===== config.mk =====
export PLATFORM = sky130hd
export DESIGN_NAME = sync_serial_xcvr
export DESIGN_NICKNAME = d
export VERILOG_FILES = /design/src/rtl/sync_ser_pkg.sv /design/src/rtl/sser_sync.sv /design/src/rtl/sser_clkgen.sv /design/src/rtl/sser_rx.sv /design/src/rtl/sser_tx.sv /design/src/rtl/sync_serial_xcvr.sv
export SDC_FILE = /design/constraint.sdc
export NUM_CORES = 1
export LEC_CHECK = 0
export BUFFER_PORTS_ARGS = -buffer_cell sky130_fd_sc_hd__clkbuf_2
export CAP_MARGIN = 20
export CORE_MARGIN = 5
export CORE_UTILIZATION = 39
export DETAILED_ROUTE_END_ITERATION = 6
export PLACE_DENSITY = 0.67
export SYNTH_ARGS = -nofsm -noshare
export SYNTH_HDL_FRONTEND = slang
export SYNTH_SLANG_ARGS = --single-unit

===== constraint.sdc =====
create_clock -name clk -period 2.2 [get_ports clk]
set_input_delay 0.11 -clock clk [delete_from_list [all_inputs] [get_ports clk]]
set_output_delay 0.11 -clock clk [all_outputs]
set_load 0.02 [all_outputs]

===== src/rtl/sync_ser_pkg.sv =====
package sync_ser_pkg;

    localparam int SER_DATA_W   = 8;
    localparam int SER_DIV_W    = 8;
    localparam int SER_SYNC_LEN = 2;

    // bit positions inside the status register
    localparam int STAT_FULL = 0;
    localparam int STAT_OVR  = 1;
    localparam int STAT_TXE  = 2;

    typedef enum logic [1:0] {
        ADR_DATA = 2'd0,
        ADR_STAT = 2'd1,
        ADR_CTRL = 2'd2,
        ADR_DIV  = 2'd3
    } reg_addr_e;

    // control register, bit 0 = master ... bit 3 = irq enable
    typedef struct packed {
        logic irq_en;
        logic tx_en;
        logic rx_en;
        logic master;
    } ctrl_t;

    localparam int CTRL_W = $bits(ctrl_t);

    typedef struct packed {
        logic rise;
        logic fall;
    } sck_evt_t;

    // shift one new bit in at the top, oldest bit moves toward bit 0
    function automatic logic [SER_DATA_W-1:0] shift_lsb_first(
        input logic [SER_DATA_W-1:0] cur,
        input logic                  bit_in
    );
        return {bit_in, cur[SER_DATA_W-1:1]};
    endfunction

endpackage


===== src/rtl/sser_sync.sv =====
module sser_sync #(
    parameter int   STAGES    = 2,
    parameter logic RESET_VAL = 1'b1
) (
    input  logic clk,
    input  logic rst,
    input  logic d,
    output logic q
);
    localparam int LAST = STAGES - 1;

    logic [LAST:0] chain;

    always_ff @(posedge clk) begin
        if (rst) chain <= {STAGES{RESET_VAL}};
        else     chain <= {chain[LAST-1:0], d};
    end

    assign q = chain[LAST];
endmodule


===== src/rtl/sser_clkgen.sv =====
module sser_clkgen
    import sync_ser_pkg::*;
#(
    parameter int DIV_W  = SER_DIV_W,
    parameter int BITS   = SER_DATA_W
) (
    input  logic             clk,
    input  logic             rst,
    input  logic             master,
    input  logic             halt,
    input  logic             start_req,
    input  logic [DIV_W-1:0] div,
    input  logic             sck_sync,
    output sck_evt_t         evt,
    output logic             sck_drv
);
    localparam int CNT_W = $clog2(BITS);
    localparam logic [CNT_W-1:0] LAST_BIT = CNT_W'(BITS - 1);

    logic             sck_prev;
    logic             run;
    logic             sck_q;
    logic [DIV_W-1:0] div_cnt;
    logic [CNT_W-1:0] rise_cnt;
    logic             tick;

    always_ff @(posedge clk) begin
        if (rst) sck_prev <= 1'b1;
        else     sck_prev <= sck_sync;
    end

    assign tick = master && run && (div_cnt == div);

    always_ff @(posedge clk) begin
        if (rst || !master) begin
            run      <= 1'b0;
            sck_q    <= 1'b1;
            div_cnt  <= '0;
            rise_cnt <= '0;
        end else if (!run) begin
            sck_q    <= 1'b1;
            div_cnt  <= '0;
            rise_cnt <= '0;
            if (start_req && !halt) run <= 1'b1;
        end else if (tick) begin
            div_cnt <= '0;
            sck_q   <= ~sck_q;
            if (!sck_q) begin
                rise_cnt <= rise_cnt + 1'b1;
                if (rise_cnt == LAST_BIT) run <= 1'b0;
            end
        end else begin
            div_cnt <= div_cnt + 1'b1;
        end
    end

    always_comb begin
        if (master) begin
            evt.rise = tick && !sck_q;
            evt.fall = tick && sck_q;
        end else begin
            evt.rise = sck_sync && !sck_prev;
            evt.fall = !sck_sync && sck_prev;
        end
    end

    assign sck_drv = sck_q;

    // a halted master never starts a new frame
    a_r8_no_start_when_halted: assert property (@(posedge clk) disable iff (rst)
        master && halt && !run |=> !run);

    // the generated clock rests high whenever no frame is running
    a_r2_idle_high: assert property (@(posedge clk) disable iff (rst)
        !run |-> sck_drv);

    // an edge is never rising and falling at once
    a_r2_single_edge: assert property (@(posedge clk) disable iff (rst)
        !(evt.rise && evt.fall));
endmodule


===== src/rtl/sser_rx.sv =====
module sser_rx
    import sync_ser_pkg::*;
#(
    parameter int BITS = SER_DATA_W
) (
    input  logic            clk,
    input  logic            rst,
    input  logic            en,
    input  logic            halt,
    input  logic            rise,
    input  logic            sdi_s,
    output logic            done,
    output logic [BITS-1:0] data
);
    localparam int CNT_W = $clog2(BITS);
    localparam logic [CNT_W-1:0] LAST_BIT = CNT_W'(BITS - 1);

    logic [BITS-1:0]  shreg;
    logic [BITS-1:0]  shnext;
    logic [CNT_W-1:0] cnt;

    assign shnext = shift_lsb_first(shreg, sdi_s);

    always_ff @(posedge clk) begin
        if (rst) begin
            shreg <= '0;
            cnt   <= '0;
            done  <= 1'b0;
            data  <= '0;
        end else begin
            done <= 1'b0;
            if (!en || halt) begin
                cnt <= '0;
            end else if (rise) begin
                shreg <= shnext;
                if (cnt == LAST_BIT) begin
                    cnt  <= '0;
                    data <= shnext;
                    done <= 1'b1;
                end else begin
                    cnt <= cnt + 1'b1;
                end
            end
        end
    end

    // one completion pulse per frame
    a_r1_done_single: assert property (@(posedge clk) disable iff (rst)
        done |=> !done);

    // nothing completes while halted
    a_r8_rx_quiet: assert property (@(posedge clk) disable iff (rst)
        halt && $past(halt) |-> !done);
endmodule


===== src/rtl/sser_tx.sv =====
module sser_tx
    import sync_ser_pkg::*;
#(
    parameter int BITS = SER_DATA_W
) (
    input  logic            clk,
    input  logic            rst,
    input  logic            en,
    input  logic            halt,
    input  logic            rise,
    input  logic            fall,
    input  logic            pend,
    input  logic [BITS-1:0] tdr,
    output logic            load,
    output logic            sdo
);
    localparam int CNT_W = $clog2(BITS);

    logic [BITS-1:0]  shreg;
    logic [CNT_W-1:0] cnt;
    logic             active;

    always_ff @(posedge clk) begin
        if (rst) begin
            shreg  <= '1;
            cnt    <= '0;
            active <= 1'b0;
            load   <= 1'b0;
        end else begin
            load <= 1'b0;
            if (!en || halt) begin
                cnt    <= '0;
                active <= 1'b0;
            end else if (fall) begin
                cnt <= cnt + 1'b1;
                if (cnt == '0) begin
                    if (pend) begin
                        shreg  <= tdr;
                        active <= 1'b1;
                        load   <= 1'b1;
                    end else begin
                        shreg  <= '1;
                        active <= 1'b0;
                    end
                end else begin
                    shreg <= {1'b1, shreg[BITS-1:1]};
                end
            end else if (rise && cnt == '0) begin
                active <= 1'b0;
            end
        end
    end

    assign sdo = active ? shreg[0] : 1'b1;

    // the output line rests at 1 while halted
    a_r8_tx_mark: assert property (@(posedge clk) disable iff (rst)
        halt |=> sdo);

    // a load happens only at the start of a frame
    a_r11_load_at_start: assert property (@(posedge clk) disable iff (rst)
        load |-> cnt == CNT_W'(1));
endmodule


===== src/rtl/sync_serial_xcvr.sv =====
module sync_serial_xcvr
    import sync_ser_pkg::*;
#(
    parameter int DATA_W = SER_DATA_W,
    parameter int DIV_W  = SER_DIV_W,
    parameter int SYNC_N = SER_SYNC_LEN
) (
    input  logic              clk,
    input  logic              rst,
    input  logic [1:0]        reg_addr,
    input  logic              reg_wr,
    input  logic              reg_rd,
    input  logic [DATA_W-1:0] reg_wdata,
    output logic [DATA_W-1:0] reg_rdata,
    input  logic              sck_in,
    output logic              sck_out,
    output logic              sck_oe,
    input  logic              sdi,
    output logic              sdo,
    output logic              irq_rx,
    output logic              irq_err
);
    ctrl_t             ctrl_q;
    logic [DIV_W-1:0]  div_q;
    logic [DATA_W-1:0] rdr;
    logic [DATA_W-1:0] tdr;
    logic              rx_full;
    logic              ovr;
    logic              tx_empty;
    logic              rd_seen;
    logic              irq_rx_q;
    logic              irq_err_q;

    logic              sck_s;
    logic              sdi_s;
    sck_evt_t          evt;
    logic              rx_done;
    logic [DATA_W-1:0] rx_byte;
    logic              tx_load;
    logic              start_req;

    reg_addr_e         sel;
    logic              wr_data, wr_stat, wr_ctrl, wr_div, rd_data;
    logic              rx_set, ovr_set, clr_full, clr_ovr;

    assign sel     = reg_addr_e'(reg_addr);
    assign wr_data = reg_wr && sel == ADR_DATA;
    assign wr_stat = reg_wr && sel == ADR_STAT;
    assign wr_ctrl = reg_wr && sel == ADR_CTRL;
    assign wr_div  = reg_wr && sel == ADR_DIV;
    assign rd_data = reg_rd && sel == ADR_DATA;

    assign rx_set   = rx_done && !rx_full;
    assign ovr_set  = rx_done && rx_full;
    assign clr_full = wr_stat && !reg_wdata[STAT_FULL] && rd_seen && rx_full;
    assign clr_ovr  = wr_stat && !reg_wdata[STAT_OVR];

    assign start_req = (ctrl_q.rx_en && !ctrl_q.tx_en) || (ctrl_q.tx_en && !tx_empty);

    sser_sync #(.STAGES(SYNC_N), .RESET_VAL(1'b1)) u_sck_sync (
        .clk(clk), .rst(rst), .d(sck_in), .q(sck_s)
    );

    sser_sync #(.STAGES(SYNC_N), .RESET_VAL(1'b1)) u_sdi_sync (
        .clk(clk), .rst(rst), .d(sdi), .q(sdi_s)
    );

    sser_clkgen #(.DIV_W(DIV_W), .BITS(DATA_W)) u_clkgen (
        .clk(clk), .rst(rst), .master(ctrl_q.master), .halt(ovr),
        .start_req(start_req), .div(div_q), .sck_sync(sck_s),
        .evt(evt), .sck_drv(sck_out)
    );

    sser_rx #(.BITS(DATA_W)) u_rx (
        .clk(clk), .rst(rst), .en(ctrl_q.rx_en), .halt(ovr),
        .rise(evt.rise), .sdi_s(sdi_s), .done(rx_done), .data(rx_byte)
    );

    sser_tx #(.BITS(DATA_W)) u_tx (
        .clk(clk), .rst(rst), .en(ctrl_q.tx_en), .halt(ovr),
        .rise(evt.rise), .fall(evt.fall), .pend(!tx_empty), .tdr(tdr),
        .load(tx_load), .sdo(sdo)
    );

    always_ff @(posedge clk) begin
        if (rst) begin
            ctrl_q    <= '0;
            div_q     <= '0;
            rdr       <= '0;
            tdr       <= '0;
            rx_full   <= 1'b0;
            ovr       <= 1'b0;
            tx_empty  <= 1'b1;
            rd_seen   <= 1'b0;
            irq_rx_q  <= 1'b0;
            irq_err_q <= 1'b0;
        end else begin
            if (wr_ctrl) ctrl_q <= ctrl_t'(reg_wdata[CTRL_W-1:0]);
            if (wr_div)  div_q  <= reg_wdata[DIV_W-1:0];
            if (wr_data) tdr    <= reg_wdata;

            if (wr_data)      tx_empty <= 1'b0;
            else if (tx_load) tx_empty <= 1'b1;

            if (rx_set) begin
                rdr     <= rx_byte;
                rx_full <= 1'b1;
                rd_seen <= 1'b0;
            end else if (clr_full) begin
                rx_full <= 1'b0;
                rd_seen <= 1'b0;
            end else if (rd_data && rx_full) begin
                rd_seen <= 1'b1;
            end

            if (ovr_set)      ovr <= 1'b1;
            else if (clr_ovr) ovr <= 1'b0;

            if (rx_set && ctrl_q.irq_en)          irq_rx_q <= 1'b1;
            else if (clr_full || !ctrl_q.irq_en)  irq_rx_q <= 1'b0;

            if (ovr_set && ctrl_q.irq_en)         irq_err_q <= 1'b1;
            else if (clr_ovr || !ctrl_q.irq_en)   irq_err_q <= 1'b0;
        end
    end

    always_comb begin
        unique case (sel)
            ADR_DATA: reg_rdata = rdr;
            ADR_STAT: reg_rdata = DATA_W'({tx_empty, ovr, rx_full});
            ADR_CTRL: reg_rdata = DATA_W'(ctrl_q);
            ADR_DIV:  reg_rdata = DATA_W'(div_q);
        endcase
    end

    assign sck_oe  = ctrl_q.master;
    assign irq_rx  = irq_rx_q;
    assign irq_err = irq_err_q;

    // an empty holding register takes the completed byte and becomes full
    a_r4_load_when_empty: assert property (@(posedge clk) disable iff (rst)
        rx_done && !rx_full |=> rx_full && rdr == $past(rx_byte));

    // a byte completed into a full register raises overrun, data is kept
    a_r5_keep_on_overrun: assert property (@(posedge clk) disable iff (rst)
        rx_done && rx_full |=> ovr && $stable(rdr));

    // a new full flag with irq enable raises the receive request
    a_r6_irq_on_full: assert property (@(posedge clk) disable iff (rst)
        rx_done && !rx_full && ctrl_q.irq_en && !wr_ctrl |=> irq_rx);

    // a new overrun with irq enable raises the error request
    a_r7_irq_on_overrun: assert property (@(posedge clk) disable iff (rst)
        rx_done && rx_full && ctrl_q.irq_en && !wr_ctrl |=> irq_err);

    // writing 0 without a prior data read leaves the full flag set
    a_r9_clear_needs_read: assert property (@(posedge clk) disable iff (rst)
        wr_stat && !rd_seen && rx_full |=> rx_full);
endmodule


==> metrics <==
outcome=finished, final reports clean; post-route cell area=about 4200 um^2; CP required=approximately 2.5 ns; min-delay src=reg_wdata[6]; Hold Violations, Final=0; post_cts resized=0; share of cells above drive strength 1=0.156; CP Capture Type=register; Die ar.=11600 um^2; unrepaired setup endpoints after global routing=false; achievable clock frequency=503 MHz; hold-fix buffers at CTS=4; TritonCTS Buffers=9; Syn Std Cell Area=3710 um^2; Lkg Pwr=between 0.0015 and 0.002 uW; fin. max-slew vios=0; CP arrival=approximately 2.3 ns; HP Class=input pin to register; WHS Path Cells=3; htree depth=3; Placer Congestion=roughly 0.86; GRT Residual Overflow=0; Clock Skew=~0.0082 ns; via count=about 2800; Post-DP HPWL=5.74 mm; reg2reg path depth=5; Post-CTS Repair Setup Buffers=0; WL final=~7.9 mm; DRC viols=0; first-pass detailed-route iteration total=5; vias in the first global route=2739; Total GRT Usage=0.144; clk buf depth=2; Starting Density=0.401; Root Buffer=clkbuf_8; Finish-stage setup viols=0; Clk Latency, worst-skew pair=roughly 0.35 ns; power density over the cells=707 nW/um^2; Yosys warning count=0; Nets=453; IO Count=29; WHS Endpoint=tdr[6]; largest net degree at the start of global routing=33; Synth Net Count=424; ys async rst share=0; routed vias/inst=4.96; first-pass GRT wire length=about 13 mm; die width=108 um; peak fanout along the critical path=8; Critical Path Start Type=register; worst r2r src=u_clkgen.div_cnt[5]; syn avg cell area=between 9 and 10 um^2; num rows=35; Ant. Diodes=0; VDD IR-drop max=~0.6 mV; Crit Path Category=register to register; Crit Reg-Reg Endpoint=u_tx.shreg[3]; Final Cycle Share=0.903; worst rel slew slack=0.571; Core ar.=9240 um^2; DR WL/cell=approximately 14 um; Period minus WS final=~2.0 ns; post-synth cell types=50; Port-buffer cells=28; actual slew at the worst max-slew pin=roughly 0.64 ns; register area share after synthesis=0.454; initial antenna violation count=0; remaining antenna violation count=0; area of placed instances=a little under 4000 um^2; clk slew on worst S/H paths=0.08 ns; DIE HEIGHT=108 um; Area Overhead vs Synth=13.9%; CP cell instances=xor2_1 > a2111oi_4 > nand4_2 > a21oi_4 > mux2i_1; Largest stage delay, worst path=approximately 0.51 ns; EDFF count, synth=0; Initial DRC Count=182; R2R setup slack=approximately 0.21 ns; Max Cap Viol=0; cells after synthesis=roughly 400; clk sinks=84; Synth Flop Type=dfxtp_1; crit path max-delay cell type=a2111oi_4; Setup TNS=0 ns; register bit total from synthesis=84; CTS tree=built
==> metrics by stage <==
stage | total power [uW] | utilization | std cells | hold WS [ns] | worst slack [ns]
6_report | 2980 | 0.457 | 564 | 0.0103 | 0.213
5_1_grt | 3100 | 0.457 | 564 | 0.0167 | 0.0385
4_1_cts | 3010 | 0.457 | 564 | 0.00680 | 0.195
3_5_place_dp | 1740 | 0.427 | 544 | 0.297 | 0.231
3_3_place_gp | 1740 | 0.427 | 544 | 0.292 | 0.299
2_1_floorplan | 1700 | - | 401 | 0.214 | 0.436
==> synth_stat cells, types with 2 or more instances <==
cell type	count	share of area
a21oi_1	30	0.040
a21oi_4	2	0.0088
a22o_1	5	0.012
and3_1	4	0.0067
clkbuf_1	13	0.013
clkbuf_8	2	0.0074
dfxtp_1	84	0.45
ha_1	7	0.024
inv_1	6	0.0061
mux2i_1	37	0.10
mux4_2	3	0.018
nand2_1	49	0.050
nand2b_1	20	0.034
nand3_1	9	0.012
nand3b_1	4	0.0081
nand4_1	3	0.0051
nor2_1	57	0.058
nor2b_1	3	0.0051
nor3_1	6	0.0081
nor3b_1	2	0.0040
o21ai_0	7	0.0094
o21bai_1	2	0.0040
or2_2	6	0.010
xnor2_1	3	0.0071
xor2_1	12	0.028
==> cell families (layout without fill, tap and decap cells) <==
kind of cell / after synthesis / after routing / synth area share
AO/OA/AOI/OAI: 55 / 55 / 0.102
XOR/XNOR: 15 / 15 / 0.0354
adder cells (fa/ha/maj): 7 / 7 / 0.0236
buffers and inverters: 24 / 58 / 0.0310
flip-flops: 84 / 84 / 0.454
multiplexers: 41 / 41 / 0.121
AND/OR/NAND/NOR: 175 / 175 / 0.234
==> cell usage in the layout, fill, tap and decap left out, types with 3 or more instances in the layout <==
cell type | netlist | layout
a21oi_1 | 30 | 30
a22o_1 | 5 | 5
and3_1 | 4 | 4
buf_4 | 1 | 4
clkbuf_2 | 0 | 28
clkbuf_8 | 2 | 12
dfxtp_1 | 84 | 84
dlygate4sd3_1 | 0 | 4
ha_1 | 7 | 7
inv_1 | 6 | 6
mux2i_1 | 37 | 37
mux4_2 | 3 | 3
nand2_1 | 49 | 49
nand2b_1 | 20 | 20
nand3_1 | 9 | 9
nand3b_1 | 4 | 4
nand4_1 | 3 | 3
nor2_1 | 57 | 57
nor2b_1 | 3 | 3
nor3_1 | 6 | 6
o21ai_0 | 7 | 7
or2_2 | 6 | 6
xnor2_1 | 3 | 3
xor2_1 | 12 | 12
==> layout make-up <==
| cell class | count | area [um^2] |
|---|---|---|
| clock buffer | 13 | 169 |
| clock inverter | 3 | 67.6 |
| fill | 875 | 5020 |
| inverter | 6 | 22.5 |
| multi-input combinational | 293 | 1910 |
| sequential | 84 | 1680 |
| tap | 129 | 161 |
| timing repair buffer | 36 | 210 |
==> where the power goes <==
part / internal [uW] / total [uW] / switching, uW
logic: 66.7 / 162 / 95.5
registers: 1540 / 1550 / 16.8
clock network: 733 / 1270 / 535
==> sequential cells by signal, summed over array words and instances (netlist names), 2 cells and up <==
signal,count
u_rx.shreg,7
u_sck_sync.chain,2
tdr,8
div_q,8
u_sdi_sync.chain,2
u_rx.data,8
u_clkgen.div_cnt,8
u_clkgen.rise_cnt,3
rdr,8
u_tx.shreg,8
u_tx.cnt,3
ctrl_q,3
u_rx.cnt,3
==> critical path: cells and delay by family, from the launching register on <==
family / cells / cell delay (ns)
AO/OA/AOI/OAI: 2 / 0.89
multiplexers: 1 / 0.24
AND/OR/NAND/NOR: 1 / 0.24
XOR/XNOR: 1 / 0.13
flip-flops: 1 / 0.41
==> routing by layer <==
metal	wire [um]	vias up	track usage
met5	0	-	0
met4	172	0	0.0721
met3	330	15	0.0270
met2	3640	56	0.222
met1	3760	1305	0.193
li1	-	1423	-
==> worst max path at each step <==
| stage | start | to | slack, ns |
|---|---|---|---|
| final | u_clkgen.div_cnt[5] | u_tx.shreg[3] | 0.21 |
| after global routing | u_clkgen.div_cnt[0] | u_tx.shreg[3] | 0.04 |
| after global placement | u_clkgen.div_cnt[5] | u_tx.shreg[0] | 0.30 |
| after floorplan | u_clkgen.div_cnt[5] | u_tx.shreg[0] | 0.44 |
| after CTS | u_clkgen.div_cnt[5] | u_tx.shreg[3] | 0.19 |
| after detailed placement | u_clkgen.div_cnt[5] | u_tx.shreg[3] | 0.23 |
(Power assumes the default switching activity.)
